$ cat config.mk
export PLATFORM = sky130hd
export DESIGN_NAME = gpr_file
export DESIGN_NICKNAME = d
export VERILOG_FILES = /design/src/rtl/rf_pkg.sv /design/src/rtl/rf_write_arbiter.sv /design/src/rtl/rf_storage.sv /design/src/rtl/rf_read_ports.sv /design/src/rtl/gpr_file.sv
export SDC_FILE = /design/constraint.sdc
export NUM_CORES = 1
export LEC_CHECK = 0
export BUFFER_PORTS_ARGS = -buffer_cell sky130_fd_sc_hd__buf_4
export CAP_MARGIN = 20
export CORE_MARGIN = 4
export CORE_UTILIZATION = 47
export CTS_BUF_LIST = sky130_fd_sc_hd__clkbuf_4
export CTS_CLUSTER_SIZE = 24
export DETAILED_ROUTE_END_ITERATION = 7
export PLACE_DENSITY_LB_ADDON = 0.12
export RECOVER_POWER = 100
export SLEW_MARGIN = 20
export SYNTH_ARGS = -nofsm -noshare
export SYNTH_HDL_FRONTEND = slang
export SYNTH_SLANG_ARGS = --single-unit
export TNS_END_PERCENT = 20
$ cat constraint.sdc
create_clock -name clk -period 3.3 [get_ports clk]
set_input_delay 0.66 -clock clk [delete_from_list [all_inputs] [get_ports clk]]
set_output_delay 0.66 -clock clk [all_outputs]
set_load 0.02 [all_outputs]
$ cat src/rtl/rf_pkg.sv
// Package rf_pkg
// Shared types of the register file: the pointer select code.
// Assumes the three pointer pairs sit at the top of the file in X, Y, Z order.
package rf_pkg;
    typedef enum logic [1:0] {
        PTR_X    = 2'd0,
        PTR_Y    = 2'd1,
        PTR_Z    = 2'd2,
        PTR_NONE = 2'd3
    } ptr_sel_e;

    localparam int PTR_PAIRS = 3;
endpackage

$ cat src/rtl/rf_write_arbiter.sv
// Module rf_write_arbiter
// For each register, decides whether it is written this cycle and with which byte.
// Priority from highest: pointer word, arithmetic result, data-space store.
// Assumes NUM_REGS is even and that the pointer pairs fill its top six entries.
module rf_write_arbiter
    import rf_pkg::*;
#(
    parameter int NUM_REGS = 32,
    parameter int DATA_W   = 8,
    parameter int DS_AW    = 16
) (
    input  logic                       alu_we,
    input  logic [$clog2(NUM_REGS)-1:0] alu_idx,
    input  logic [DATA_W-1:0]          alu_wdata,
    input  logic                       ds_we,
    input  logic [DS_AW-1:0]           ds_addr,
    input  logic [DATA_W-1:0]          ds_wdata,
    input  logic                       ptr_we,
    input  ptr_sel_e                   ptr_sel,
    input  logic [2*DATA_W-1:0]        ptr_wdata,
    output logic [NUM_REGS-1:0]        wen,
    output logic [NUM_REGS*DATA_W-1:0] wdat
);
    localparam int IDX_W    = $clog2(NUM_REGS);
    localparam int PTR_BASE = NUM_REGS - 2 * PTR_PAIRS;

    logic             ds_in_win;
    logic [IDX_W-1:0] ds_idx;

    // Data-space window decode: only the lowest NUM_REGS addresses map here
    always_comb begin
        ds_in_win = (ds_addr < DS_AW'(NUM_REGS));
        ds_idx    = ds_addr[IDX_W-1:0];
    end

    for (genvar i = 0; i < NUM_REGS; i++) begin : g_reg
        logic              ptr_hit;
        logic [DATA_W-1:0] ptr_byte;
        logic              alu_hit;
        logic              ds_hit;

        if (i >= PTR_BASE) begin : g_ptr
            localparam int PAIR = (i - PTR_BASE) / 2;
            localparam int HALF = (i - PTR_BASE) % 2;
            assign ptr_hit  = ptr_we && (ptr_sel == ptr_sel_e'(PAIR));
            assign ptr_byte = ptr_wdata[HALF*DATA_W +: DATA_W];
        end else begin : g_plain
            assign ptr_hit  = 1'b0;
            assign ptr_byte = '0;
        end

        assign alu_hit = alu_we && (alu_idx == IDX_W'(i));
        assign ds_hit  = ds_we && ds_in_win && (ds_idx == IDX_W'(i));

        // Per-register source selection in fixed priority order
        always_comb begin
            wen[i] = ptr_hit || alu_hit || ds_hit;
            if (ptr_hit)      wdat[i*DATA_W +: DATA_W] = ptr_byte;
            else if (alu_hit) wdat[i*DATA_W +: DATA_W] = alu_wdata;
            else              wdat[i*DATA_W +: DATA_W] = ds_wdata;
        end
    end
endmodule

$ cat src/rtl/rf_storage.sv
// Module rf_storage
// The register array itself: one byte-wide flop bank per register with its own enable.
// Assumes a synchronous active-low reset that clears every register.
module rf_storage #(
    parameter int NUM_REGS = 32,
    parameter int DATA_W   = 8
) (
    input  logic                       clk,
    input  logic                       rst_n,
    input  logic [NUM_REGS-1:0]        wen,
    input  logic [NUM_REGS*DATA_W-1:0] wdat,
    output logic [NUM_REGS*DATA_W-1:0] q
);
    for (genvar i = 0; i < NUM_REGS; i++) begin : g_bank
        // Holds register i; loads on its enable, clears on reset
        always_ff @(posedge clk) begin
            if (!rst_n)      q[i*DATA_W +: DATA_W] <= '0;
            else if (wen[i]) q[i*DATA_W +: DATA_W] <= wdat[i*DATA_W +: DATA_W];
        end
    end
endmodule

$ cat src/rtl/rf_read_ports.sv
// Module rf_read_ports
// Combinational reads: two operand ports, the data-space load port and the three pointer words.
// Assumes q is the current register contents, so same-cycle reads see the pre-write value.
module rf_read_ports
    import rf_pkg::*;
#(
    parameter int NUM_REGS = 32,
    parameter int DATA_W   = 8,
    parameter int DS_AW    = 16
) (
    input  logic [NUM_REGS*DATA_W-1:0]  q,
    input  logic [$clog2(NUM_REGS)-1:0] rd_a_idx,
    input  logic [$clog2(NUM_REGS)-1:0] rd_b_idx,
    input  logic                        ds_re,
    input  logic [DS_AW-1:0]            ds_addr,
    output logic [DATA_W-1:0]           rd_a_data,
    output logic [DATA_W-1:0]           rd_b_data,
    output logic [DATA_W-1:0]           ds_rdata,
    output logic                        ds_hit,
    output logic [2*DATA_W-1:0]         ptr_x,
    output logic [2*DATA_W-1:0]         ptr_y,
    output logic [2*DATA_W-1:0]         ptr_z
);
    localparam int IDX_W    = $clog2(NUM_REGS);
    localparam int PTR_BASE = NUM_REGS - 2 * PTR_PAIRS;

    logic [DATA_W-1:0]         regs [NUM_REGS];
    logic [2*DATA_W-1:0]       words [PTR_PAIRS];

    for (genvar i = 0; i < NUM_REGS; i++) begin : g_unpack
        assign regs[i] = q[i*DATA_W +: DATA_W];
    end

    for (genvar p = 0; p < PTR_PAIRS; p++) begin : g_word
        assign words[p] = {regs[PTR_BASE + 2*p + 1], regs[PTR_BASE + 2*p]};
    end

    // Two independent operand multiplexers
    always_comb begin
        rd_a_data = regs[rd_a_idx];
        rd_b_data = regs[rd_b_idx];
    end

    // Data-space load: hit only inside the register window, zero otherwise
    always_comb begin
        ds_hit   = ds_re && (ds_addr < DS_AW'(NUM_REGS));
        ds_rdata = ds_hit ? regs[ds_addr[IDX_W-1:0]] : '0;
    end

    // Pointer words, low byte in the lower-numbered register
    always_comb begin
        ptr_x = words[0];
        ptr_y = words[1];
        ptr_z = words[2];
    end
endmodule

$ cat src/rtl/gpr_file.sv
// Module gpr_file
// Top of the register file: operand reads, result write, data-space window and pointer words.
// Assumes the controller normally does not issue an arithmetic and a data-space write together;
// if it does, per-register priority applies (pointer, then arithmetic, then data space).
module gpr_file #(
    parameter int NUM_REGS = 32,
    parameter int DATA_W   = 8,
    parameter int DS_AW    = 16,
    localparam int IDX_W   = $clog2(NUM_REGS),
    localparam int PTR_W   = 2 * DATA_W
) (
    input  logic              clk,
    input  logic              rst_n,
    input  logic [IDX_W-1:0]  rd_a_idx,
    output logic [DATA_W-1:0] rd_a_data,
    input  logic [IDX_W-1:0]  rd_b_idx,
    output logic [DATA_W-1:0] rd_b_data,
    input  logic              alu_we,
    input  logic [IDX_W-1:0]  alu_widx,
    input  logic [DATA_W-1:0] alu_wdata,
    input  logic              ds_re,
    input  logic              ds_we,
    input  logic [DS_AW-1:0]  ds_addr,
    input  logic [DATA_W-1:0] ds_wdata,
    output logic [DATA_W-1:0] ds_rdata,
    output logic              ds_hit,
    input  logic              ptr_we,
    input  logic [1:0]        ptr_sel,
    input  logic [PTR_W-1:0]  ptr_wdata,
    output logic [PTR_W-1:0]  ptr_x,
    output logic [PTR_W-1:0]  ptr_y,
    output logic [PTR_W-1:0]  ptr_z
);
    import rf_pkg::*;

    localparam int PTR_BASE = NUM_REGS - 2 * PTR_PAIRS;

    logic [NUM_REGS-1:0]        wen;
    logic [NUM_REGS*DATA_W-1:0] wdat;
    logic [NUM_REGS*DATA_W-1:0] q;
    ptr_sel_e                   sel_e;

    assign sel_e = ptr_sel_e'(ptr_sel);

    rf_write_arbiter #(.NUM_REGS(NUM_REGS), .DATA_W(DATA_W), .DS_AW(DS_AW)) u_arb (
        .alu_we   (alu_we),
        .alu_idx  (alu_widx),
        .alu_wdata(alu_wdata),
        .ds_we    (ds_we),
        .ds_addr  (ds_addr),
        .ds_wdata (ds_wdata),
        .ptr_we   (ptr_we),
        .ptr_sel  (sel_e),
        .ptr_wdata(ptr_wdata),
        .wen      (wen),
        .wdat     (wdat)
    );

    rf_storage #(.NUM_REGS(NUM_REGS), .DATA_W(DATA_W)) u_store (
        .clk  (clk),
        .rst_n(rst_n),
        .wen  (wen),
        .wdat (wdat),
        .q    (q)
    );

    rf_read_ports #(.NUM_REGS(NUM_REGS), .DATA_W(DATA_W), .DS_AW(DS_AW)) u_rd (
        .q        (q),
        .rd_a_idx (rd_a_idx),
        .rd_b_idx (rd_b_idx),
        .ds_re    (ds_re),
        .ds_addr  (ds_addr),
        .rd_a_data(rd_a_data),
        .rd_b_data(rd_b_data),
        .ds_rdata (ds_rdata),
        .ds_hit   (ds_hit),
        .ptr_x    (ptr_x),
        .ptr_y    (ptr_y),
        .ptr_z    (ptr_z)
    );

    // True when a live pointer write covers register idx this cycle
    function automatic logic ptr_covers(input logic [IDX_W-1:0] idx);
        int pair_lo;
        pair_lo = PTR_BASE + 2 * int'(ptr_sel);
        return ptr_we && (ptr_sel != 2'd3) &&
               ((int'(idx) == pair_lo) || (int'(idx) == pair_lo + 1));
    endfunction

    // an uncontested result write is what the register holds next cycle
    p_alu_lands_r3: assert property (@(posedge clk) disable iff (!rst_n)
        (alu_we && !ptr_covers(alu_widx)) |=>
        (q[$past(alu_widx)*DATA_W +: DATA_W] == $past(alu_wdata)));

    // a Z word write shows up whole on the Z output next cycle
    p_ptr_z_load_r5: assert property (@(posedge clk) disable iff (!rst_n)
        (ptr_we && ptr_sel == 2'd2) |=> (ptr_z == $past(ptr_wdata)));

    // a X word write wins over any byte write in the same cycle
    p_ptr_x_wins_r6: assert property (@(posedge clk) disable iff (!rst_n)
        (ptr_we && ptr_sel == 2'd0) |=> (ptr_x == $past(ptr_wdata)));

    // a window load returns the stored byte and raises the hit flag
    p_ds_load_r8: assert property (@(posedge clk) disable iff (!rst_n)
        (ds_re && ds_addr < DS_AW'(NUM_REGS)) |->
        (ds_hit && ds_rdata == q[ds_addr[IDX_W-1:0]*DATA_W +: DATA_W]));

    // an out-of-window store with no other writer leaves every register unchanged
    p_ds_outside_r10: assert property (@(posedge clk) disable iff (!rst_n)
        (ds_we && ds_addr >= DS_AW'(NUM_REGS) && !alu_we && !ptr_we) |=> $stable(q));

    // loads outside the window never report a hit
    p_ds_nohit_r10: assert property (@(posedge clk) disable iff (!rst_n)
        (ds_addr >= DS_AW'(NUM_REGS)) |-> (!ds_hit && ds_rdata == '0));

    // with no writer active the file holds its contents
    p_idle_hold_r5: assert property (@(posedge clk) disable iff (!rst_n)
        (!alu_we && !ds_we && (!ptr_we || ptr_sel == 2'd3)) |=> $stable(q));
endmodule

==> results of run 1 <==
==> critical path, stage by stage <==
cell and delay (ps):
buf_4 120, or4_4 530, or4_4 630, o22a_1 230, o211ai_1 250, buf_4 240
==> where the power goes <==
group / internal, uW / switching [uW] / total (uW)
Clock: 1490 / 1480 / 2980
Sequential: 3150 / 87.6 / 3240
Combinational: 523 / 881 / 1400
==> synthesized netlist by cell type (all sizes together), types with 2 or more instances <==
library cell,count,area share
nor4,21,0.0086
or4,5,0.0023
mux2,17,0.010
o22ai,77,0.025
and4b,3,0.0016
a31o,29,0.013
and4,3,0.0014
mux2i,75,0.039
a221oi,8,0.0055
a21oi,9,0.0027
a31oi,215,0.070
buf,146,0.048
nor4bb,2,0.0010
o221ai,21,0.011
nor3,10,0.0031
o21ai,487,0.13
nand4,5,0.0016
clkbuf,188,0.037
a22oi,2,0.00078
and2,6,0.0020
nor4b,2,0.0012
nand3b,4,0.0016
o211ai,4,0.0016
mux4,176,0.21
or3,2,0.00065
nand2b,9,0.0029
a21boi,20,0.0078
a211o,6,0.0027
nor2,30,0.0063
a211oi,4,0.0016
nand3,240,0.063
dfxtp,256,0.27
nor2b,9,0.0029
and3,2,0.00065
nand2,90,0.018
==> worst max-delay path by stage <==
stage | startpoint | endpoint | slack, ps | depth (start not counted)
detailed placement | ds_addr[7] | ds_rdata[6] | -130 | 7
CTS | ds_addr[7] | ds_rdata[6] | 4 | 6
floorplan | ds_addr[7] | ds_rdata[6] | 290 | 5
global placement | ds_addr[7] | ds_rdata[6] | -130 | 7
global route | ds_addr[8] | ds_rdata[6] | -30 | 6
finish | ds_addr[8] | ds_rdata[6] | -20 | 6
==> what timing repair did <==
| action | in CTS | in global routing |
|---|---|---|
| gates resized for setup | 1 | 2 |
| endpoints found under the setup margin | 6 | 3 |
| gates cloned | 0 | 0 |
| pin swaps | 0 | 2 |
| hold buffers | 0 | 0 |
| hold endpoints to repair | 0 | 0 |
==> layout by cell type, fill, tap and decap left out, types with 29 or more instances in the layout <==
| master | synthesis | final |
|---|---|---|
| buf_4 | 51 | 186 |
| mux4_2 | 176 | 176 |
| o21ai_0 | 427 | 485 |
| o22ai_1 | 77 | 77 |
| clkbuf_1 | 185 | 62 |
| a31o_2 | 29 | 29 |
| a31oi_1 | 215 | 215 |
| nand2_1 | 90 | 90 |
| nand3_1 | 240 | 240 |
| mux2i_1 | 75 | 75 |
| dfxtp_1 | 256 | 256 |
| clkbuf_4 | 3 | 105 |
==> cell families after synthesis <==
logic type,Yosys count,share of synthesized area
multiplexers,268,0.256
flip-flops,256,0.267
AO/OA/AOI/OAI,886,0.271
buffers and inverters,334,0.0851
AND/OR/NAND/NOR,449,0.121
==> routing by layer <==
layer  vias to the layer above  part of all wire  GRT usage
met5                         -           0.00046          0
met4                         6             0.054      0.196
met3                       266              0.15      0.127
met2                      1710              0.42      0.510
met1                     10002              0.38      0.500
li1                       8654                 -          -
==> stage by stage <==
stage | setup slack, ps | power [uW] | hold WS [ps]
after floorplan | 286 | 4120 | 465
after detailed placement | -131 | 4690 | 506
after global placement | -126 | 4670 | 491
after global routing | -32.0 | 7900 | 278
final | -15.7 | 7620 | 278
after CTS | 4.13 | 7630 | 240
==> layout make-up <==
| cell class | instances | area (um^2) | area share |
|---|---|---|---|
| multi-input cells | 1603 | 12400 | 0.587 |
| flip-flops and latches | 256 | 5120 | 0.243 |
| repair buffers | 279 | 2050 | 0.0973 |
| clock buffers | 102 | 766 | 0.0363 |
| well taps | 525 | 657 | 0.0311 |
| clock inverters | 20 | 101 | 0.00480 |
| diodes | 3 | 7.51 | 0.000356 |
==> impl_metrics.json, run 1 <==
{
  "outcome": "finished with violations",
  "pwr_density_cell_nw_per_um2": 361,
  "fin_nets": 2287,
  "max-vdd-ir-drop_mv": 0.283,
  "r2r_slack_ps": 2360,
  "avgSynthCellArea_um2": 8.74,
  "p_leak_uw": 0.00698,
  "path_class": "in -> out",
  "dp.final_hpwl_um": 53900,
  "die_area_um2": 44100,
  "clock_latency_ps": 780,
  "synth-main-ff-cell": "dfxtp_1",
  "drc": 0,
  "synth_seq_cells": 256,
  "timing.final.ws_setup_ps": -15.7,
  "die_x_um": 210,
  "postSynth.asyncResetShare": 0,
  "slew_headroom": -0.235,
  "reg2reg_to": "u_store.q[238]$_SDFFE_PN0P_",
  "io_buffers": 143,
  "drt_iter0_markers": 3199,
  "fill_cells": 3817,
  "antenna_found_initial": 4,
  "die_h_um": 210,
  "top_register": "u_store.q",
  "worstHoldStart": "ptr_wdata[11]",
  "fin_util": 0.528,
  "cap_violations": 2,
  "grt_first_pass_wirelength_um": 125000,
  "rows": 73,
  "cts_tree": "done",
  "firstDrtPassIters": 6,
  "synth_edf_count": 0,
  "worst_pin_slew_ps": 1850,
  "cp-start-kind": "input port",
  "slew_viol_final": 18,
  "dp.cells": 2664,
  "hold_end": "u_store.q[251]$_SDFFE_PN0P_",
  "place.gp.congestion": 0.968,
  "syn_area_um2": 19200,
  "largest_register_ffs": 256,
  "fmax_mhz": 302,
  "wirelength_um": 83400,
  "instances_no_fill": 2788,
  "setup_tns_ps": -15.7,
  "grt_max_degree": 118,
  "hold_depth": 3,
  "skew_ps": 0,
  "end_kind": "output pin",
  "via_per_inst": 7.40,
  "dpl-instance-area_um2": 20600,
  "routedWlPerCell_um": 29.9,
  "cts_max_level": 3,
  "rsz0062_at_grt": "true",
  "ys_warn_count": 0,
  "final-hold-violation-count": 0,
  "fp.coreArea_um2": 40000,
  "fin_crit_sh": 1.00,
  "drive_above_1_share": 0.251,
  "cts.sink_count": 256,
  "root_buffer": "clkbuf_4",
  "hp-class": "in -> reg",
  "setup_viol": 1,
  "cp_max_fo": 4,
  "clk_pin_slew_ps": 60,
  "fin_crit_ps": 3320,
  "detail-route-antenna-nets": 0,
  "violations": "capacitance limit, slew limit, setup timing",
  "initial_core_util": 0.479,
  "critical_path_required_ps": 2640,
  "grt_overflow": 0,
  "syn_nets": 2264,
  "clk_path_buf_depth": 3,
  "gr-usage-all-layers": 0.366,
  "synth_seq_area_share": 0.267,
  "cts_buffers": 76,
  "synth_cell_types": 59,
  "reg2reg_depth": 3,
  "syn_inst": 2193,
  "syn2layout_area_growth_pct": 10.1,
  "cts_setup_buffers": 0,
  "first_global_vias": 19664,
  "reg_top3": "u_store.q (256)",
  "ios": 144,
  "dr_total_vias": 20638,
  "r2r-start": "u_store.q[238]$_SDFFE_PN0P_",
  "design_area_um2": 21100,
  "worstPathArrival_ps": 2660
}
(Power assumes the default switching activity.)
==> inputs of run 2 (changes only) <==
--- a/config.mk
+++ b/config.mk
@@ -7,7 +7,6 @@
 export LEC_CHECK = 0
 export BUFFER_PORTS_ARGS = -buffer_cell sky130_fd_sc_hd__buf_4
 export CAP_MARGIN = 20
-export CORE_MARGIN = 4
 export CORE_UTILIZATION = 47
 export CTS_BUF_LIST = sky130_fd_sc_hd__clkbuf_4
 export CTS_CLUSTER_SIZE = 24
==> run 2 against run 1 <==
The run still ends with capacitance limit, slew limit, setup timing left. Design area rose by 0.39%. Worst hold slack worse by 15 ps. Setup slack got worse by 14 ps. Critical path type unchanged. Critical path depth up 1. Register-to-register slack hardly changed. Clock skew unchanged. Critical endpoint unchanged. Die area shrank 5.6%. Non-clock buffer count unchanged. Clock power rose by 3%. Via count is 0.36% higher. Wire length rose by 0.89%. First-iteration DRC count shrank 3.0%.
==> impl_metrics.json, run 2 (synthesized netlist as in run 1, its figures left out) <==
{
  "dp.cells": 2663,
  "first_global_vias": 19758,
  "cts_setup_buffers": 0,
  "dp.final_hpwl_um": 53700,
  "cts.sink_count": 256,
  "max-vdd-ir-drop_mv": 0.260,
  "fin_crit_ps": 3330,
  "final-hold-violation-count": 0,
  "via_per_inst": 7.41,
  "timing.final.ws_setup_ps": -29.8,
  "clk_path_buf_depth": 3,
  "final_cell_mix": "o21ai_0, dfxtp_1, nand3_1",
  "cts_tree": "done",
  "cp_max_fo": 2,
  "dr_total_vias": 20713,
  "maxUsedRoutingLayer": "met5",
  "top_register": "u_store.q",
  "clock_latency_ps": 800,
  "design_area_um2": 21200,
  "fill_cells": 3718,
  "rsz0062_at_grt": "true",
  "outcome": "finished with violations",
  "final_common_cell": "o21ai_0",
  "cp-start-kind": "input port",
  "fin_util": 0.530,
  "worstPathArrival_ps": 2670,
  "cts_max_level": 3,
  "ios": 144,
  "grt_first_pass_wirelength_um": 126000,
  "fmax_mhz": 300,
  "reg_top3": "u_store.q (256)",
  "slew_viol_final": 107,
  "routedWlPerCell_um": 30.1,
  "worst_pin_slew_ps": 2000,
  "p_leak_uw": 0.00701,
  "detail-route-antenna-nets": 0,
  "syn2layout_area_growth_pct": 10.5,
  "rows": 73,
  "firstDrtPassIters": 8,
  "die_h_um": 204,
  "cap_violations": 3,
  "slew_headroom": -0.331,
  "die_area_um2": 41600,
  "instances_no_fill": 2795,
  "place.gp.congestion": 0.989,
  "grt_max_degree": 72,
  "largest_register_ffs": 256,
  "io_buffers": 143,
  "path_class": "in -> out",
  "wl_met1_um": 31700,
  "skew_ps": 0,
  "grt_overflow": 0,
  "antenna_found_initial": 4,
  "end_kind": "output pin",
  "violations": "capacitance limit, slew limit, setup timing",
  "gr-usage-all-layers": 0.402,
  "root_buffer": "clkbuf_4",
  "drive_above_1_share": 0.252,
  "dpl-instance-area_um2": 20600,
  "cts_buffers": 78,
  "hp-class": "in -> reg",
  "fp.coreArea_um2": 40000,
  "drc": 0,
  "fin_crit_sh": 1.01,
  "met2_length_um": 35100,
  "timing.hold.ws_ps": 264,
  "critical_path_required_ps": 2640,
  "wl_met3_um": 12700,
  "drt_iter0_markers": 3104,
  "initial_core_util": 0.479,
  "clk_pin_slew_ps": 60,
  "die_x_um": 204,
  "fin_nets": 2289,
  "pwr_density_cell_nw_per_um2": 365,
  "wirelength_um": 84100,
  "setup_viol": 1,
  "setup_tns_ps": -29.8
}
==> run 2: cell types whose count changed in the layout (fill, tap and decap cells not counted), sizes merged <==
cell    change
inv         -3
buf         -2
diode       -1
clkinv      +4
clkbuf     +10
bufinv      -1
==> run 2: critical path, stage by stage <==
cell and delay [ps]:
clkbuf_4 110, clkbuf_4 120, nor4_2 340, nand4_1 320
a221o_1 360, o211ai_1 490, buf_4 250
==> run 2: final cells by class <==
cell class,instances,area (um^2),share of cell area
Multi-Input combinational cell,1603,12400,0.586
Clock buffer,110,826,0.0390
Timing Repair Buffer,279,2090,0.0986
Clock inverter,20,77.6,0.00366
Antenna cell,2,5.00,0.000236
Sequential cell,256,5120,0.242
Tap cell,525,657,0.0310
==> run 2: final timing paths <==
kind / startpoint / endpoint / slack (ps) / depth (start not counted)
worst max-delay path: ds_addr[11] / ds_rdata[6] / -30 / 7
worst min-delay path: ptr_wdata[11] / u_store.q[251]$_SDFFE_PN0P_ / 260 / 3
worst max register to register: u_store.q[238]$_SDFFE_PN0P_ / u_store.q[238]$_SDFFE_PN0P_ / 2350 / 3
worst min register to register: u_store.q[191]$_SDFFE_PN0P_ / u_store.q[191]$_SDFFE_PN0P_ / 520 / 2
==> run 2: report_power, final <==
part	internal, uW	switching [uW]
Clock	1520	1550
Sequential	3150	89.1
Combinational	532	889
Total	5200	2530
==> run 2: timing repair <==
item                                    CTS  global route
resized for setup                         1             4
pin swaps                                 0             4
hold buffers                              0             0
endpoints found under the hold margin     0             0
endpoints found under the setup margin    6             6
==> run 2: per-layer routing <==
| metal | up-vias | global-route usage |
|---|---|---|
| met3 | 258 | 0.136 |
| met4 | 6 | 0.226 |
| met1 | 10000 | 0.536 |
| met2 | 1781 | 0.567 |
| li1 | 8668 | - |
| met5 | - | 0 |
==> run 2: stage by stage <==
| stage | power, uW | setup slack [ps] |
|---|---|---|
| global placement | 4690 | -70.9 |
| CTS | 7730 | 16.6 |
| finish | 7730 | -29.8 |
| global route | 7990 | -10.8 |
| floorplan | 4120 | 286 |
| detailed placement | 4710 | -70.7 |
